$ cat src/rtl/rcr_pkg.sv
package rcr_pkg;

    typedef struct packed {
        logic stk_ovf;
        logic stk_unf;
        logic pin_n;
        logic op_n;
        logic por_n;
        logic bor_n;
        logic timeout_n;
        logic pwrdown_n;
    } cause_t;

    typedef struct packed {
        logic por;
        logic bor;
        logic pin_run;
        logic pin_slp;
        logic wdt_run;
        logic wdt_slp;
        logic irq_wake;
        logic rst_op;
        logic stk_ovf;
        logic stk_unf;
    } evt_t;

    localparam cause_t POR_IMAGE = '{stk_ovf: 1'b0, stk_unf: 1'b0, pin_n: 1'b1,
                                      op_n: 1'b1, por_n: 1'b0, bor_n: 1'b1,
                                      timeout_n: 1'b1, pwrdown_n: 1'b1};

    function automatic logic [7:0] pwr_view(cause_t c);
        return {c.stk_ovf, c.stk_unf, 2'b00, c.pin_n, c.op_n, c.por_n, c.bor_n};
    endfunction

    function automatic logic [7:0] core_view(cause_t c);
        return {3'b000, c.timeout_n, c.pwrdown_n, 3'b000};
    endfunction

    function automatic cause_t load_pwr(cause_t c, logic [7:0] d);
        cause_t r;
        r = c;
        r.stk_ovf = d[7];
        r.stk_unf = d[6];
        r.pin_n   = d[3];
        r.op_n    = d[2];
        r.por_n   = d[1];
        r.bor_n   = d[0];
        return r;
    endfunction

    function automatic cause_t load_core(cause_t c, logic [7:0] d);
        cause_t r;
        r = c;
        r.timeout_n = d[4];
        r.pwrdown_n = d[3];
        return r;
    endfunction

endpackage

$ cat src/rtl/rcr_evt_decode.sv
module rcr_evt_decode
    import rcr_pkg::*;
(
    input  evt_t   ev,
    input  logic   stk_rst_en,
    output cause_t set_m,
    output cause_t clr_m,
    output logic   any_evt,
    output logic   hard_rst,
    output logic   wake
);
    always_comb begin
        set_m = '0;
        clr_m = '0;
        if (ev.por) begin
            set_m.pin_n     = 1'b1;
            set_m.op_n      = 1'b1;
            set_m.bor_n     = 1'b1;
            set_m.timeout_n = 1'b1;
            set_m.pwrdown_n = 1'b1;
            clr_m.stk_ovf   = 1'b1;
            clr_m.stk_unf   = 1'b1;
            clr_m.por_n     = 1'b1;
        end else if (ev.bor) begin
            set_m.pin_n     = 1'b1;
            set_m.op_n      = 1'b1;
            set_m.timeout_n = 1'b1;
            set_m.pwrdown_n = 1'b1;
            clr_m.stk_ovf   = 1'b1;
            clr_m.stk_unf   = 1'b1;
            clr_m.bor_n     = 1'b1;
        end else begin
            set_m.stk_ovf   = ev.stk_ovf;
            set_m.stk_unf   = ev.stk_unf;
            set_m.timeout_n = ev.irq_wake | ev.pin_slp;
            clr_m.timeout_n = ev.wdt_run | ev.wdt_slp;
            clr_m.pwrdown_n = ev.wdt_slp | ev.irq_wake | ev.pin_slp;
            clr_m.pin_n     = ev.pin_run | ev.pin_slp;
            clr_m.op_n      = ev.rst_op;
        end
    end

    assign any_evt  = |ev;
    assign hard_rst = ev.por | ev.bor | ev.pin_run | ev.pin_slp | ev.wdt_run |
                      ev.rst_op | (stk_rst_en & (ev.stk_ovf | ev.stk_unf));
    assign wake     = ev.wdt_slp | ev.irq_wake;
endmodule

$ cat src/rtl/rcr_flag_bank.sv
module rcr_flag_bank
    import rcr_pkg::*;
(
    input  logic       clk,
    input  logic       rst,
    input  cause_t     set_m,
    input  cause_t     clr_m,
    input  logic       any_evt,
    input  logic       sw_we,
    input  logic       sw_sel,
    input  logic [7:0] sw_wdata,
    output cause_t     flags
);
    cause_t nxt;

    always_comb begin
        nxt = flags;
        if (any_evt)
            nxt = cause_t'((flags | set_m) & ~clr_m);
        else if (sw_we)
            nxt = sw_sel ? load_core(flags, sw_wdata) : load_pwr(flags, sw_wdata);
    end

    always_ff @(posedge clk) begin
        if (rst) flags <= POR_IMAGE;
        else     flags <= nxt;
    end
endmodule

$ cat src/rtl/rcr_restart.sv
module rcr_restart #(
    parameter int unsigned PC_W      = 15,
    parameter int unsigned RESET_VEC = 0,
    parameter int unsigned INT_VEC   = 4
) (
    input  logic            clk,
    input  logic            rst,
    input  logic            hard_rst,
    input  logic            wake,
    input  logic            irq_wake,
    input  logic            gie,
    input  logic [PC_W-1:0] pc,
    output logic            vld,
    output logic [PC_W-1:0] addr,
    output logic            push,
    output logic [PC_W-1:0] push_addr
);
    localparam logic [PC_W-1:0] RVEC = PC_W'(RESET_VEC);
    localparam logic [PC_W-1:0] IVEC = PC_W'(INT_VEC);

    logic [PC_W-1:0] next_pc;
    assign next_pc = pc + 1'b1;

    always_ff @(posedge clk) begin
        if (rst) begin
            vld       <= 1'b0;
            addr      <= RVEC;
            push      <= 1'b0;
            push_addr <= '0;
        end else begin
            vld  <= hard_rst | wake;
            push <= 1'b0;
            if (hard_rst) begin
                addr <= RVEC;
            end else if (irq_wake && gie) begin
                addr      <= IVEC;
                push      <= 1'b1;
                push_addr <= next_pc;
            end else if (wake) begin
                addr <= next_pc;
            end
        end
    end
endmodule

$ cat src/rtl/rst_cause_rec.sv
module rst_cause_rec
    import rcr_pkg::*;
#(
    parameter int unsigned PC_W      = 15,
    parameter int unsigned RESET_VEC = 0,
    parameter int unsigned INT_VEC   = 4
) (
    input  logic            clk,
    input  logic            rst,
    input  logic            ev_por,
    input  logic            ev_bor,
    input  logic            ev_pin_run,
    input  logic            ev_pin_slp,
    input  logic            ev_wdt_run,
    input  logic            ev_wdt_slp,
    input  logic            ev_irq_wake,
    input  logic            ev_rst_op,
    input  logic            ev_stk_ovf,
    input  logic            ev_stk_unf,
    input  logic            stk_rst_en,
    input  logic            gie_i,
    input  logic [PC_W-1:0] pc_i,
    input  logic            sw_we,
    input  logic            sw_sel,
    input  logic [7:0]      sw_wdata,
    output logic [7:0]      pwr_flags_o,
    output logic [7:0]      core_flags_o,
    output logic            restart_vld_o,
    output logic [PC_W-1:0] restart_addr_o,
    output logic            push_req_o,
    output logic [PC_W-1:0] push_addr_o
);
    evt_t   ev;
    cause_t set_m, clr_m, flags;
    logic   any_evt, hard_rst, wake;

    assign ev = '{por: ev_por, bor: ev_bor, pin_run: ev_pin_run, pin_slp: ev_pin_slp,
                  wdt_run: ev_wdt_run, wdt_slp: ev_wdt_slp, irq_wake: ev_irq_wake,
                  rst_op: ev_rst_op, stk_ovf: ev_stk_ovf, stk_unf: ev_stk_unf};

    rcr_evt_decode u_dec (
        .ev(ev), .stk_rst_en(stk_rst_en), .set_m(set_m), .clr_m(clr_m),
        .any_evt(any_evt), .hard_rst(hard_rst), .wake(wake)
    );

    rcr_flag_bank u_flags (
        .clk(clk), .rst(rst), .set_m(set_m), .clr_m(clr_m), .any_evt(any_evt),
        .sw_we(sw_we), .sw_sel(sw_sel), .sw_wdata(sw_wdata), .flags(flags)
    );

    rcr_restart #(.PC_W(PC_W), .RESET_VEC(RESET_VEC), .INT_VEC(INT_VEC)) u_rs (
        .clk(clk), .rst(rst), .hard_rst(hard_rst), .wake(wake), .irq_wake(ev_irq_wake),
        .gie(gie_i), .pc(pc_i), .vld(restart_vld_o), .addr(restart_addr_o),
        .push(push_req_o), .push_addr(push_addr_o)
    );

    assign pwr_flags_o  = pwr_view(flags);
    assign core_flags_o = core_view(flags);
endmodule

$ cat config.mk
export PLATFORM = sky130hd
export DESIGN_NAME = rst_cause_rec
export DESIGN_NICKNAME = d
export VERILOG_FILES = /design/src/rtl/rcr_pkg.sv /design/src/rtl/rcr_evt_decode.sv /design/src/rtl/rcr_flag_bank.sv /design/src/rtl/rcr_restart.sv /design/src/rtl/rst_cause_rec.sv
export SDC_FILE = /design/constraint.sdc
export NUM_CORES = 1
export LEC_CHECK = 0
export ABC_AREA = 1
export BUFFER_PORTS_ARGS = -buffer_cell sky130_fd_sc_hd__buf_2
export CAP_MARGIN = 20
export CORE_ASPECT_RATIO = 1.75
export CORE_MARGIN = 2
export CORE_UTILIZATION = 34
export DETAILED_ROUTE_END_ITERATION = 12
export PLACE_DENSITY = 0.59
export SLEW_MARGIN = 0
export SYNTH_ARGS = -nofsm -noshare
export SYNTH_HDL_FRONTEND = slang
export SYNTH_SLANG_ARGS = --single-unit
$ cat constraint.sdc
create_clock -name clk -period 1.15 [get_ports clk]
set_input_delay 0.0575 -clock clk [delete_from_list [all_inputs] [get_ports clk]]
set_output_delay 0.0575 -clock clk [all_outputs]
set_load 0.01 [all_outputs]
==> metrics.yaml <==
timing:
  finalHoldViolations: 0
  setup_viol: 0
  fmax_mhz: 1020
  fin_crit_sh_pct: 85.2
  slew_violations: 0
  skew_ns: 0
  rsz0062_at_grt: "false"
  min_period_ns: 0.980
grt:
  grt_pass1_wl_mm: 9.45
  grt.overflow.total: 0
  grt_max_degree: 19
  grt_pass1_vias: 2123
  antenna_found_initial: 0
  grt_usage_pct: 17.4
min_path:
  holdCritStartpoint: "sw_we"
  min_path_type: "in -> reg"
synthesis:
  ys_seq_area_share_pct: 36.7
  synthAdderAreaFrac_pct: 0.573
  synth-simple-area-share_pct: 36.4
  synth_cells: 309
  synth_top_family_by_area: "simple AND/OR/NAND/NOR gates"
  synth.area.mux_share_pct: 0
  synth_compound_area_share_pct: 12.8
  syn-cell-area_um2: 2180
  synth_seq_cells: 40
  ys.warnings.count: 0
  synth_cell_types: 31
  syn_avg_cell_area_um2: 7.07
  synth-xor-area-share_pct: 4.01
power:
  swShare_pct: 24.8
  sequentialPowerShare_pct: 47.5
  pwr-share-clk_pct: 37.9
  comb_power_share_pct: 14.6
  p_total_uw: 2960
  p_leak_uw: 0.00153
  p_int_uw: 2220
  ir_worst_vdd_uv: 550
  p_switching_uw: 734
  power_density_nw_per_um2: 1010
final_layout:
  syn2layout_area_growth_pct: 34.7
  regArea_um2: 801
  fin_nets: 453
  n_antenna_cell: 0
  final_area_um2: 2940
  multi_input_area_um2: 1210
  fillCellCount: 690
  drive_gt1_share_pct: 34.8
worst_setup_path:
  crit_path_start_kind: "input port"
  cp_slowest_stage_delay_ns: 0.23
  cpLargestDelayFamily: "simple AND/OR/NAND/NOR gates"
  rr_startpoint: "u_flags.flags[1]"
  slowest_stage: "nor2_8"
  required_ns: 1.38
  cp_data_arrival_time_ns: 1.21
  path_class: "in -> reg"
  cp-end-kind: "register"
  critical_path_buf_inv_count: 1
  crit_path_start: "ev_pin_slp"
  crit_path_max_fanout: 15
  crit_chain: "buf_2 > nor2_1 > nand2_2 > nor2_8 > nand2_4 > nor2_8 > o21ai_0 > nor2_1"
die:
  initial_utilization_pct: 35.1
  die_w_um: 64.6
  core_area_um2: 6230
  rows: 38
  dieHeight_um: 110
  dieArea_um2: 7110
  ios: 87
placed_design:
  portBuffers: 77
  place.gp.congestion: 0.791
  postPlaceCellArea_um2: 2830
  dp_hpwl_mm: 5.03
cts:
  clk_latency_ns: 0.28
  cts_buffer_depth: 2
  cts_buffers: 5
  cts-root-buf: "clkbuf_8"
  h-tree-depth: 2
  clock-sinks: 40
  cts_tree: "yes"
  clk_pin_slew_ns: 0.07
outcome:
  status: "complete, no violations"
route:
  drt_iter0_markers: 45
  drc_errors: 0
  routed_wl_mm: 6.03
  via_count: 2239
  avgViaCountPerCell: 4.53
  ant_nets: 0
  firstDrtPassIters: 4
  wl_per_cell_um: 12.2
flow_run:
  cap_violations: 0
worst paths after layout:
kind / endpoint / slack [ns] / depth (start not counted)
setup / recovery: u_rs.push_addr[12] / 0.17 / 8
hold / removal: u_flags.flags[5] / 0.08 / 4
setup reg to reg: u_flags.flags[1] / 0.24 / 6
hold reg to reg: u_rs.addr[3] / 0.47 / 2
final cells by class:
class	instances	share of cell area, %
Inverter	26	3.32
Multi-Input combinational cell	234	41.0
Clock buffer	6	2.47
Timing Repair Buffer	106	21.4
Tap cell	80	3.40
Sequential cell	40	27.2
Clock inverter	2	1.19
tightest hold or removal path: cells and delay by family:
kind	cells	cell delay, ns
and+or+nand+nor	2	0.12
buffers and inverters	1	0.11
AOI/OAI and AO/OA	1	0.05
state kept, by name (all words and copies together), names as in the netlist:
signal / cells
u_rs.addr: 15
u_rs.push_addr: 15
u_flags.flags: 8
u_rs.push: 1
u_rs.vld: 1
cells in the final DEF (no fill, tap or decap):
| cell type | synthesis | final |
|---|---|---|
| inv_2 | 1 | 1 |
| nor2_8 | 3 | 3 |
| nand2_4 | 2 | 2 |
| buf_4 | 9 | 27 |
| nand4_1 | 2 | 2 |
| nand3_1 | 16 | 16 |
| buf_2 | 2 | 77 |
| o21ai_2 | 1 | 1 |
| nand2_2 | 9 | 9 |
| bufinv_16 | 0 | 1 |
| xor2_1 | 5 | 5 |
| nand3b_2 | 1 | 1 |
| o211ai_1 | 9 | 9 |
| nor2_2 | 2 | 3 |
| o21ai_1 | 4 | 4 |
| clkinv_2 | 0 | 1 |
| clkbuf_8 | 0 | 5 |
| a31oi_1 | 2 | 2 |
| nor3_1 | 1 | 1 |
| a21oi_1 | 6 | 6 |
| xnor2_1 | 5 | 5 |
| o21ai_0 | 16 | 16 |
| dfxtp_1 | 40 | 40 |
| clkbuf_1 | 4 | 1 |
| conb_1 | 1 | 8 |
| ha_1 | 1 | 1 |
| buf_12 | 0 | 2 |
| inv_1 | 25 | 25 |
| nor3_2 | 2 | 2 |
| nor3b_1 | 1 | 1 |
| nand2_1 | 66 | 66 |
| nor2_4 | 2 | 2 |
| nor2_1 | 63 | 62 |
| a21oi_2 | 7 | 7 |
power by group through the flow:
stage	sequential, µW	combinational [µW]	clock, µW
floorplan	1440	222	0
global placement	1440	429	0
detailed placement	1440	432	0
CTS	1410	434	1160
global route	1410	477	1210
finish	1410	432	1120
logic make-up after synthesis:
logic type	count (synthesis)
AO/OA/AOI/OAI	45
XOR/XNOR	10
adder cells (fa/ha/maj)	1
buffers and inverters	42
flip-flops	40
other	1
AND/OR/NAND/NOR	170
cells in the mapped netlist, drive strengths merged:
cell    number  area share [%]
ha           1            0.57
a21oi       13             4.2
dfxtp       40              37
o211ai       9             3.1
inv         26             4.5
xnor2        5             2.0
nand3b       1            0.52
clkbuf       4            0.69
o21ai       21             5.0
a31oi        2            0.57
nor3b        1            0.34
nor2        70              15
nand4        2            0.57
buf         12             4.2
nand3       16             3.7
nor3         3             1.1
nand2       77              15
xor2         5             2.0
conb         1            0.17
through the flow:
step	setup TNS, ns	setup WS [ns]	std cells	utilization (%)	hold slack [ns]
floorplan	0	0.0568	316	-	0.215
global placement	-2.50	-0.150	486	45.5	0.377
detailed placement	-3.17	-0.201	486	45.5	0.381
CTS	0	0.113	494	47.2	0.0813
global route	0	0.0544	494	47.2	0.0938
finish	0	0.170	494	47.2	0.0828
layer usage:
layer | up-vias | wire length (µm) | global-route usage [%]
met3 | 7 | 262 | 3.05
met1 | 994 | 2250 | 17.3
li1 | 1173 | - | -
met2 | 65 | 3390 | 34.7
met5 | - | 0 | 0
met4 | 0 | 125 | 6.99
timing repair:
| item | CTS | global route |
|---|---|---|
| gates resized for setup | 0 | 1 |
| buffers inserted | 0 | 0 |
| hold buffers | 0 | 0 |
| endpoints found under the setup margin | 0 | 1 |
No activity file was read; power rests on OpenSTA's default activity.
